### config.mk
export PLATFORM = sky130hd
export DESIGN_NAME = owc_ring_adder
export DESIGN_NICKNAME = d
export VERILOG_FILES = /design/src/rtl/owc_pkg.sv /design/src/rtl/owc_gp_stage.sv /design/src/rtl/owc_ring_carry.sv /design/src/rtl/owc_sum_stage.sv /design/src/rtl/owc_ring_adder.sv
export SDC_FILE = /design/constraint.sdc
export NUM_CORES = 1
export LEC_CHECK = 0
export BUFFER_PORTS_ARGS = -buffer_cell sky130_fd_sc_hd__clkbuf_2
export CORE_MARGIN = 1.5
export CORE_UTILIZATION = 30
export CTS_BUF_LIST = sky130_fd_sc_hd__clkbuf_2 sky130_fd_sc_hd__clkbuf_4 sky130_fd_sc_hd__clkbuf_8
export DETAILED_ROUTE_END_ITERATION = 10
export SLEW_MARGIN = 20
export SYNTH_ARGS = -nofsm -noshare
export SYNTH_HDL_FRONTEND = slang
export SYNTH_SLANG_ARGS = --single-unit
### constraint.sdc
create_clock -name clk -period 3.5 [get_ports clk]
set_clock_uncertainty 0.15 [all_clocks]
set_input_delay 0.7 -clock clk [delete_from_list [all_inputs] [get_ports clk]]
set_output_delay 0.7 -clock clk [all_outputs]
set_load 0.05 [all_outputs]
### src/rtl/owc_pkg.sv
package owc_pkg;
  localparam int OWC_DEFAULT_WIDTH = 16;

  // Bits j+1 .. j+len on a ring of n positions, as a 64-bit mask.
  function automatic logic [63:0] ring_span(input int j, input int len, input int n);
    logic [63:0] m;
    m = '0;
    for (int s = 1; s <= len; s++) begin
      m[(j + s) % n] = 1'b1;
    end
    return m;
  endfunction
endpackage

### src/rtl/owc_gp_stage.sv
module owc_gp_stage #(
  parameter int N = owc_pkg::OWC_DEFAULT_WIDTH
) (
  input  logic [N-1:0] a,
  input  logic [N-1:0] b,
  output logic [N-1:0] gen,
  output logic [N-1:0] prop
);
  always_comb begin
    gen  = a & b;
    prop = a | b;
  end
endmodule

### src/rtl/owc_ring_carry.sv
module owc_ring_carry #(
  parameter int N = owc_pkg::OWC_DEFAULT_WIDTH
) (
  input  logic [N-1:0] gen,
  input  logic [N-1:0] prop,
  output logic [N-1:0] cin
);
  // Each destination bit collects N terms, one per source distance on the ring.
  for (genvar i = 0; i < N; i++) begin : g_dst
    logic [N-1:0] terms;
    for (genvar k = 1; k <= N; k++) begin : g_dist
      localparam int SRC = (i - k + N) % N;
      localparam logic [63:0] SPAN = owc_pkg::ring_span(SRC, k - 1, N);
      localparam logic [N-1:0] MASK = SPAN[N-1:0];
      assign terms[k-1] = gen[SRC] & (&(prop | ~MASK));
    end
    assign cin[i] = |terms;
  end
endmodule

### src/rtl/owc_sum_stage.sv
module owc_sum_stage #(
  parameter int N = owc_pkg::OWC_DEFAULT_WIDTH
) (
  input  logic [N-1:0] a,
  input  logic [N-1:0] b,
  input  logic [N-1:0] cin,
  output logic [N-1:0] sum
);
  always_comb sum = a ^ b ^ cin;
endmodule

### src/rtl/owc_ring_adder.sv
module owc_ring_adder #(
  parameter int N = owc_pkg::OWC_DEFAULT_WIDTH
) (
  input  logic         clk,
  input  logic         rst,
  input  logic [N-1:0] op_a,
  input  logic [N-1:0] op_b,
  output logic [N-1:0] sum_q
);
  logic [N-1:0] gen, prop, cin, sum_d;

  owc_gp_stage #(.N(N)) u_gp (
    .a(op_a), .b(op_b), .gen(gen), .prop(prop)
  );

  owc_ring_carry #(.N(N)) u_ring (
    .gen(gen), .prop(prop), .cin(cin)
  );

  owc_sum_stage #(.N(N)) u_sum (
    .a(op_a), .b(op_b), .cin(cin), .sum(sum_d)
  );

  always_ff @(posedge clk) begin
    if (rst) sum_q <= '0;
    else     sum_q <= sum_d;
  end
endmodule

# Word-level counts from Yosys, hierarchy flattened
# Cells that the tools add are included.
# W data, S select, Z words.
# classes
n_bitwise,244
n_reduce_logical,240
# op_table
op,count
$reduce_or A16 Y1,16
$and A1 B1 Y1,240
$reduce_and A15 Y1,16
$reduce_and A14 Y1,16
$reduce_and A13 Y1,16
$reduce_and A12 Y1,16
$reduce_and A11 Y1,16
$reduce_and A10 Y1,16
$reduce_and A9 Y1,16
$reduce_and A8 Y1,16
$reduce_and A7 Y1,16
$reduce_and A6 Y1,16
$reduce_and A5 Y1,16
$reduce_and A4 Y1,16
$reduce_and A3 Y1,16
$reduce_and A2 Y1,16
$xor A16 B16 Y16,2
$and A16 B16 Y16,1
$or A16 B16 Y16,1
# totals
regBits,16
inputBits,34
out_inout_bits,16
word_cells,485

# Logic depth before layout (Yosys ltp)
# Gate-level depths: netlist (run 1).
# depth
ltp_word,5
mapped_depth,9
depth_no_buf,8

# Cells and area by module
# A second synthesis (run 1) with hierarchy kept.
# hier_totals
cells_unflattened,316
hier_area_um2,2436.1
# by_module_without_submodules
mod,n_inst,cells_per_inst,area_each_um2,seq_area_each_um2
owc_ring_carry,1,235,1371.3,0.0
owc_ring_adder,1,33,464.2,320.3
owc_sum_stage,1,16,380.4,0.0
owc_gp_stage,1,32,220.2,0.0

# Least setup slack after synthesis (run 1)
# No wires, ideal clock.
# synth_path
path_kind,input-to-reg
from,input op_a[3]
to,register sum_q[15]
setup_time_ns,0.123
t_arrival_ns,2.504
t_required_ns,3.227
setup_slack_ns,0.723
path_stages,8
n_path_buf,0
path_cell_list,inv_1 > ha_1 > nor4b_2 > o21a_1 > or3_4 > and3_4 > a311oi_1 > mux2_1
# synth_via
elab_chain_cells,5
word_cells_on_any_way,13
cone_classes,8 x bitwise; 5 x reduce/logical
# synth_rtl
item,line,text
from (decl),owc_ring_adder.sv:6,"input logic [N-1:0] op_a,"
$or A16 B16 Y16,owc_gp_stage.sv:11,prop = a | b;
"$reduce_and A15 Y1, or another cell as far along",owc_ring_carry.sv:15,assign terms[k-1] = gen[SRC] & (&(prop | ~MASK));
$and A1 B1 Y1,owc_ring_carry.sv:15,
$reduce_or A16 Y1 *,owc_ring_carry.sv:17,assign cin[i] = |terms;
$xor A16 B16 Y16 *,owc_sum_stage.sv:9,always_comb sum = a ^ b ^ cin;
to (signal assigned),owc_ring_adder.sv:26,else sum_q <= sum_d;
to (decl),owc_ring_adder.sv:8,output logic [N-1:0] sum_q
# Mark *: on every way between the ends. The rest lies on a longest branch, timed or not.
# A chain may end at the register's enable or synchronous reset.

# Worst setup path after layout (run 1)
# layout_path
from,input op_a[14]
to,register sum_q[8]
# layout_via
elab_chain_cells,5
word_cells_on_any_way,17
cone_classes,10 x bitwise; 7 x reduce/logical
# layout_rtl
item,line
$or A16 B16 Y16,owc_gp_stage.sv:11
"$reduce_and A15 Y1, or another cell as far along",owc_ring_carry.sv:15
$and A1 B1 Y1,owc_ring_carry.sv:15
$reduce_or A16 Y1 *,owc_ring_carry.sv:17
$xor A16 B16 Y16 *,owc_sum_stage.sv:9
# Marks and branches as above.

==> impl_metrics.json, run 1 <==
{
  "ys_seq_area_frac": 0.127,
  "async_reset_ff_frac": 0,
  "grt_max_degree": 27,
  "vias": 2960,
  "antenna_found_initial": 0,
  "synth_top_cell_by_area": "ha_1",
  "cts_tree": "done",
  "avgViaCountPerCell": 5.71,
  "synthXorXnorAreaFrac": 0,
  "crit_path_start": "op_a[14]",
  "yosys.area_share.simple": 0.309,
  "max_freq_ghz": 0.345,
  "largest-register": "sum_q",
  "num_io_pins": 50,
  "drive_gt1_frac": 0.235,
  "drtIter0Drc": 372,
  "worst_slew_pin_slew_ns": 0.545,
  "stdcell_count": 518,
  "overflow": 0,
  "fin_crit_sh": 0.828,
  "drv_slew": 0,
  "n_antenna_cell": 0,
  "timing.hold.ws_ns": 0.718,
  "pwr-share-seq": 0.244,
  "period_needed_ns": 2.90,
  "largest_register_ffs": 16,
  "min_path_cells": 5,
  "vdd_drop_max_mv": 0.121,
  "cts_buffers": 3,
  "synth.top_cells.by_count": "inv_1 (45), nor2_1 (34), ha_1 (32), a21oi_1 (22), nand2_1 (19)",
  "drv_cap": 0,
  "finalSetupViolCount": 0,
  "min_from": "op_b[2]",
  "nNetsFinal": 481,
  "worst_ep_arrival_time_ns": 2.91,
  "critical_path_required_ns": 3.52,
  "die_x_um": 94.7,
  "clkPwrFrac": 0.192,
  "grt_usage": 0.206,
  "wl_per_cell_um": 17.6,
  "rows": 33,
  "power_leakage_nw": 1.42,
  "hpwl_um": 7390,
  "htreeDepth": 1,
  "switching_share": 0.473,
  "worstSetupEndpointType": "flop",
  "ys_ff_latch": 16,
  "holdCritPathClass": "in -> reg",
  "grt_pass1_vias": 2678,
  "synth_edf_count": 0,
  "clockBufferDepth": 2,
  "synth_top_family_by_area": "simple AND/OR/NAND/NOR gates",
  "power.internal_mw": 0.462,
  "status": "complete, no violations",
  "syn-instance-count": 352,
  "p_per_area_mw_per_mm2": 290,
  "wl_um": 9120,
  "path_max_fanout": 8,
  "cts-root-buf": "clkbuf_8",
  "cts.sinks": 16,
  "start_util": 0.309,
  "globalplace.congestion": 1.00,
  "ys_types": 65,
  "route.detailed.drc": 0,
  "p_comb_frac": 0.564,
  "synth-compound-area-share": 0.276,
  "top_regs": "sum_q x16",
  "p_switching_mw": 0.415,
  "rsz0062_at_grt": "false",
  "dieArea_mm2": 0.00897,
  "grt_pass1_wl_um": 14000,
  "startpoint_type": "primary input",
  "core_area_mm2": 0.00818,
  "synth_top_area_share": 0.159,
  "synth_fa_ha_area_frac": 0.159,
  "ys_warn_count": 0,
  "synth.avg_cell_area_um2": 7.17,
  "synthTopCellsByArea": "ha_1 (16%), dfxtp_1 (13%), inv_1 (6.7%)",
  "ant_nets": 0,
  "numPortBuffers": 49,
  "synth_mux_area_frac": 0.0312,
  "critical_path_class": "in -> reg",
  "area_delta_synth_final_pct": 20.0,
  "cts_hold_buffers": 0,
  "whs_endpoint": "sum_q[2]",
  "syn_nets": 418,
  "hold_viol_final": 0,
  "cts-resized-gates": 0,
  "yosysMostFrequentCell": "inv_1",
  "drtPass1Iterations": 5,
  "dp_cells": 515,
  "post_cts_buffers": 0,
  "ys.flop_type": "dfxtp_1",
  "slew-limit-headroom": 0.635,
  "dieHeight_um": 94.7,
  "synth_area_mm2": 0.00252,
  "cts.clk_slew.worst_paths_ns": 0.09,
  "finalSetupTns_ns": 0
}
## power groups by stage
stage	sequential [mW]	combinational (mW)	clock (mW)
after detailed placement	0.218	0.486	0
after floorplan	0.307	0.248	0
final	0.214	0.495	0.168
after global placement	0.218	0.493	0
after global routing	0.217	0.532	0.175
after CTS	0.215	0.489	0.170
## cells in the final DEF, fill, tap and decap left out, types with 7 or more instances in the layout
master and n:
clkbuf_2 49, ha_1 32, nand2_1 19, o21ai_0 16, nor2_1 34, inv_1 45, buf_4 22, nand3_1 11
a21oi_1 22, nor3_1 15, dfxtp_1 16, nor2b_1 13, nor4_1 7
## logic make-up after synthesis
family	after synthesis
simple gates	138
compound gates	101
buf+inv	58
fa+ha+maj	32
flops	16
mux	7
## worst max-delay path by stage
| stage | to | slack (ns) | cells after the start |
|---|---|---|---|
| after floorplan | sum_q[15] | 0.72 | 8 |
| after detailed placement | sum_q[8] | 0.37 | 10 |
| after global routing | sum_q[8] | 0.52 | 10 |
| after CTS | sum_q[8] | 0.65 | 10 |
| final | sum_q[8] | 0.60 | 10 |
| after global placement | sum_q[5] | 0.33 | 10 |
## through the flow
| step | cell area (µm²) | setup slack, ns | total power [mW] | utilization |
|---|---|---|---|---|
| floorplan | 2520 | 0.723 | 0.555 | - |
| global placement | 2990 | 0.329 | 0.710 | 0.365 |
| detailed placement | 2990 | 0.372 | 0.705 | 0.365 |
| CTS | 3030 | 0.654 | 0.873 | 0.370 |
| global route | 3030 | 0.523 | 0.924 | 0.370 |
| finish | 3030 | 0.602 | 0.877 | 0.370 |
## cell type report
type / count / area (µm²)
Clock buffer: 3 / 41.3
Timing Repair Buffer: 71 / 410
Fill cell: 897 / 5150
Sequential cell: 16 / 320
Multi-Input combinational cell: 278 / 1960
Inverter: 45 / 169
Tap cell: 105 / 131
## critical path, stage by stage
cell and delay (ns):
clkbuf_2 0.09, inv_1 0.05, ha_1 0.33, nand2b_1 0.16, a21oi_1 0.08, a211oi_1 0.41, o211ai_1 0.19, a221oi_1 0.41
buf_4 0.18, mux2_2 0.31
## metal layers
metal,share of wire,track usage
met1,0.44,0.277
met2,0.43,0.330
met3,0.082,0.0250
met4,0.040,0.0846
met5,0,0
(Power assumes the default switching activity.)
==> run 2, diff against run 1 <==
==> constraint.sdc (replaced) <==
create_clock -name clk -period 2.6 [get_ports clk]
set_clock_uncertainty 0.15 [all_clocks]
set_input_delay 0.52 -clock clk [delete_from_list [all_inputs] [get_ports clk]]
set_output_delay 0.52 -clock clk [all_outputs]
set_load 0.05 [all_outputs]
==> impl_metrics.json, run 2 (same netlist as run 1, synthesis figures left out) <==
{
  "status": "complete, no violations",
  "num_io_pins": 50,
  "grt_pass1_vias": 3125,
  "vdd_drop_max_mv": 0.218,
  "die_x_um": 94.7,
  "worst_slew_pin_slew_ns": 0.731,
  "final_cell_mix": "buf_4 (121), clkbuf_2 (49), inv_1 (45)",
  "whs_endpoint": "sum_q[1]",
  "rsz0062_at_grt": "true",
  "dieArea_mm2": 0.00897,
  "holdCritPathClass": "in -> reg",
  "clockBufferDepth": 2,
  "p_per_area_mw_per_mm2": 348,
  "grt_pass1_wl_um": 15800,
  "hold_viol_final": 0,
  "largest_register_ffs": 16,
  "overflow": 0,
  "finalSetupViolCount": 0,
  "path_max_fanout": 5,
  "min_from": "op_b[1]",
  "power_leakage_nw": 1.91,
  "start_util": 0.309,
  "ant_nets": 0,
  "slew-limit-headroom": 0.508,
  "rows": 33,
  "cts.clk_slew.worst_paths_ns": 0.08,
  "cts-root-buf": "clkbuf_8",
  "cp_slowest_stage_delay_ns": 0.31,
  "vias": 3261,
  "period_needed_ns": 2.53,
  "largest-register": "sum_q",
  "worstSetupEndpointType": "flop",
  "report.power.total_mw": 1.35,
  "pwr-share-seq": 0.213,
  "htreeDepth": 1,
  "path_cells": "clkbuf_2 > inv_1 > ha_2 > buf_6 > buf_4 > nor3b_1 > buf_4 > o21a_1 > buf_4 > o31a_1 > a211oi_2 > buf_4 > mux2_2",
  "n_antenna_cell": 0,
  "antenna_found_initial": 0,
  "max_freq_ghz": 0.395,
  "globalplace.congestion": 0.981,
  "numPortBuffers": 49,
  "cts_hold_buffers": 0,
  "drtPass1Iterations": 5,
  "final_util": 0.474,
  "p_comb_frac": 0.621,
  "critical_path_required_ns": 2.61,
  "drv_slew": 0,
  "num-fill-cells": 855,
  "cts.sinks": 16,
  "route.detailed.drc": 0,
  "cp_top_family": "buffers and inverters",
  "cts_buffers": 3,
  "clkPwrFrac": 0.167,
  "cts_tree": "done",
  "final_common_cell": "buf_4",
  "power.internal_mw": 0.751,
  "worst_ep_arrival_time_ns": 2.55,
  "dieHeight_um": 94.7,
  "crit_path_frequent_cell": "buf_4",
  "min_path_cells": 5,
  "avgViaCountPerCell": 5.28,
  "hpwl_um": 8500,
  "cp_slowest_cell": "mux2_2",
  "critical_path_class": "in -> reg",
  "drv_cap": 0,
  "core_area_mm2": 0.00818,
  "top_regs": "sum_q x16",
  "area_delta_synth_final_pct": 53.6,
  "switching_share": 0.444,
  "startpoint_type": "primary input",
  "wl_um": 10100,
  "grt_max_degree": 27,
  "grt_usage": 0.233,
  "wl_per_cell_um": 16.3,
  "drtIter0Drc": 264,
  "critPathBufInv": 7,
  "fin_crit_sh": 0.974,
  "nNetsFinal": 581,
  "p_switching_mw": 0.599,
  "drive_gt1_frac": 0.409
}
run 2: through the flow:
step / worst slack [ns] / cell area (µm²) / TNS, ns / hold WS [ns] / instances
after global placement: -0.349 / 3710 / -1.89 / 0.823 / 612
after detailed placement: -0.284 / 3710 / -2.04 / 0.841 / 612
final: 0.0685 / 3880 / 0 / 0.571 / 618
after CTS: 0.00768 / 3760 / 0 / 0.559 / 615
after floorplan: 0.00304 / 2520 / 0 / 0.702 / 352
after global routing: -0.0284 / 3880 / -0.0683 / 0.600 / 618
run 2: worst max-delay path by stage:
| stage | start | endpoint | slack (ns) | cells after the start |
|---|---|---|---|---|
| 2_1_floorplan | op_a[3] | sum_q[15] | 0.003 | 8 |
| 3_3_place_gp | op_a[15] | sum_q[8] | -0.35 | 10 |
| 3_5_place_dp | op_b[2] | sum_q[10] | -0.28 | 10 |
| 4_1_cts | op_a[15] | sum_q[8] | 0.008 | 10 |
| 5_1_grt | op_a[5] | sum_q[15] | -0.03 | 12 |
| 6_report | op_a[5] | sum_q[10] | 0.07 | 13 |
run 2: layout make-up:
class                   instances  area [µm²]  share of cell area
multi-input cells             278        2050               0.529
repair buffers                171        1160               0.300
flip-flops and latches         16         320              0.0826
inverters                      45         169              0.0436
well taps                     105         131              0.0339
clock buffers                   3        41.3              0.0106
run 2: timing repair:
action | in CTS | in global routing
resized for setup | 2 | 18
pin swaps | 0 | 2
setup buffers | 0 | 4
endpoints found under the setup margin | 1 | 9
run 2: power groups by stage:
| stage | registers [mW] | clock network [mW] | logic (mW) |
|---|---|---|---|
| 2_1_floorplan | 0.413 | 0 | 0.334 |
| 5_1_grt | 0.291 | 0.235 | 0.903 |
| 6_report | 0.287 | 0.225 | 0.838 |
| 3_3_place_gp | 0.293 | 0 | 0.800 |
| 4_1_cts | 0.288 | 0.224 | 0.806 |
| 3_5_place_dp | 0.293 | 0 | 0.801 |
run 2: per-layer routing:
metal  vias to the layer above  share of wire  global-route usage
met5                         -              0                   0
met4                         0          0.022              0.0759
met3                        14          0.056              0.0225
met2                       125           0.46               0.373
met1                      1519           0.47               0.325
li1                       1603              -                   -
run 2: tightest hold or removal path, cell delays in order:
cell and delay, ns:
clkbuf_2 0.09, inv_1 0.08, ha_4 0.13, a21o_1 0.07
a21oi_1 0.05
==> run 3, diff against run 2 <==
--- a/config.mk
+++ b/config.mk
@@ -7,9 +7,11 @@
 export LEC_CHECK = 0
 export BUFFER_PORTS_ARGS = -buffer_cell sky130_fd_sc_hd__clkbuf_2
 export CORE_MARGIN = 1.5
-export CORE_UTILIZATION = 30
-export CTS_BUF_LIST = sky130_fd_sc_hd__clkbuf_2 sky130_fd_sc_hd__clkbuf_4 sky130_fd_sc_hd__clkbuf_8
+export CORE_UTILIZATION = 52
+export CTS_BUF_LIST = sky130_fd_sc_hd__clkbuf_4
 export DETAILED_ROUTE_END_ITERATION = 10
+export PLACE_DENSITY = 0.79
+export RECOVER_POWER = 100
 export SLEW_MARGIN = 20
 export SYNTH_ARGS = -nofsm -noshare
 export SYNTH_HDL_FRONTEND = slang
==> impl_metrics.json, run 3 (same netlist as run 1, synthesis figures left out) <==
{
  "finalInstanceArea_mm2": 0.00355,
  "worst_slew_pin_slew_ns": 0.625,
  "fin_crit_sh": 0.979,
  "ant_nets": 0,
  "core_area_mm2": 0.00469,
  "max_freq_ghz": 0.393,
  "post_cts_buffers": 0,
  "antenna_found_initial": 0,
  "placed_area_mm2": 0.00355,
  "wl_per_cell_um": 17.7,
  "rsz0062_at_grt": "false",
  "power_leakage_nw": 1.78,
  "period_needed_ns": 2.55,
  "startpoint_type": "primary input",
  "status": "complete, no violations",
  "report.power.total_mw": 1.22,
  "globalplace.congestion": 1.12,
  "dieHeight_um": 72.7,
  "num_io_pins": 50,
  "holdCritPathClass": "in -> reg",
  "cts_buffers": 3,
  "area_delta_synth_final_pct": 40.8,
  "timing.hold.ws_ns": 0.518,
  "largest-register": "sum_q",
  "final_cell_mix": "buf_4 (102), inv_1 (45), nor2_1 (34), clkbuf_2 (34), ha_1 (32)",
  "worstSetupEndpointType": "flop",
  "drtPass1Iterations": 5,
  "hpwl_um": 8100,
  "cp_slowest_cell": "or3_1",
  "top_regs": "sum_q x16",
  "largest_register_ffs": 16,
  "grt_usage": 0.373,
  "clockBufferDepth": 2,
  "critical_path_required_ns": 2.64,
  "start_util": 0.538,
  "vdd_drop_max_mv": 0.259,
  "hold_viol_final": 0,
  "avgViaCountPerCell": 6.10,
  "drv_slew": 0,
  "vias": 3361,
  "cts_hold_buffers": 0,
  "die_x_um": 72.7,
  "grt_max_degree": 27,
  "cp_slowest_stage_delay_ns": 0.37,
  "worst_ep_arrival_time_ns": 2.58,
  "drtIter0Drc": 345,
  "grt_pass1_vias": 3196,
  "overflow": 0,
  "cts-root-buf": "clkbuf_4",
  "wl_um": 9770,
  "nNetsFinal": 564,
  "p_per_area_mw_per_mm2": 345,
  "route.detailed.drc": 0,
  "grt_pass1_wl_um": 15200,
  "drive_gt1_frac": 0.328,
  "path_cells": "clkbuf_2 > inv_1 > ha_1 > buf_4 > nor2_1 > nand2_1 > or3_1 > a31oi_1 > nor4_1 > mux2_1",
  "path_max_fanout": 4,
  "cts.sinks": 16,
  "n_antenna_cell": 0,
  "drv_cap": 0,
  "critical_path_class": "in -> reg",
  "dieArea_mm2": 0.00528,
  "numPortBuffers": 49,
  "cts.clk_slew.worst_paths_ns": 0.12,
  "finalSetupViolCount": 0,
  "cts_tree": "done",
  "final_common_cell": "buf_4",
  "htreeDepth": 1,
  "rows": 25,
  "slew-limit-headroom": 0.585
}
[run 3: path summary, 6_finish.rpt]
path                  startpoint        end  slack (ns)  cells past startpoint
worst max-delay path     op_b[3]   sum_q[5]        0.05                     10
worst min-delay path    op_b[12]  sum_q[12]        0.52                      5
[run 3: through the flow]
step	setup WS [ns]	TNS (ns)	utilization	std cells
finish	0.0550	0	0.757	551
global route	0.0204	0	0.757	551
CTS	0.145	0	0.761	551
detailed placement	-0.170	-1.59	0.756	547
global placement	-0.125	-1.11	0.756	547
floorplan	0.00304	0	-	352
[run 3: layout make-up]
type / instances / area [µm²]
repair buffers: 154 / 1010
clock inverters: 1 / 3.75
multi-input cells: 278 / 1960
clock buffers: 3 / 22.5
flip-flops and latches: 16 / 320
fillers: 391 / 1140
inverters: 45 / 169
well taps: 54 / 67.6
[run 3: timing repair]
action | CTS | global route
resized for setup | 0 | 1
endpoints found under the hold margin | 0 | 0
endpoints found under the setup margin | 0 | 2
[run 3: report_power, final]
| group | switching (mW) | leakage [nW] | internal, mW |
|---|---|---|---|
| logic | 0.464 | 1.63 | 0.319 |
| registers | 0.00898 | 0.133 | 0.279 |
| clock network | 0.0981 | 0.0154 | 0.0558 |
[run 3: worst max-delay path, delay by kind of cell]
| family | cells | cell delay (ns) |
|---|---|---|
| AND/OR/NAND/NOR | 4 | 0.96 |
| multiplexers | 1 | 0.35 |
| buffers and inverters | 3 | 0.33 |
| adder cells (fa/ha/maj) | 1 | 0.26 |
| AO/OA/AOI/OAI | 1 | 0.17 |
[run 3: metal layers]
layer	vias up	GRT usage	routed length, µm
met5	-	0	0
met4	0	0.136	329
met3	46	0.0387	914
met2	213	0.615	4460
met1	1533	0.503	4060
li1	1569	-	-
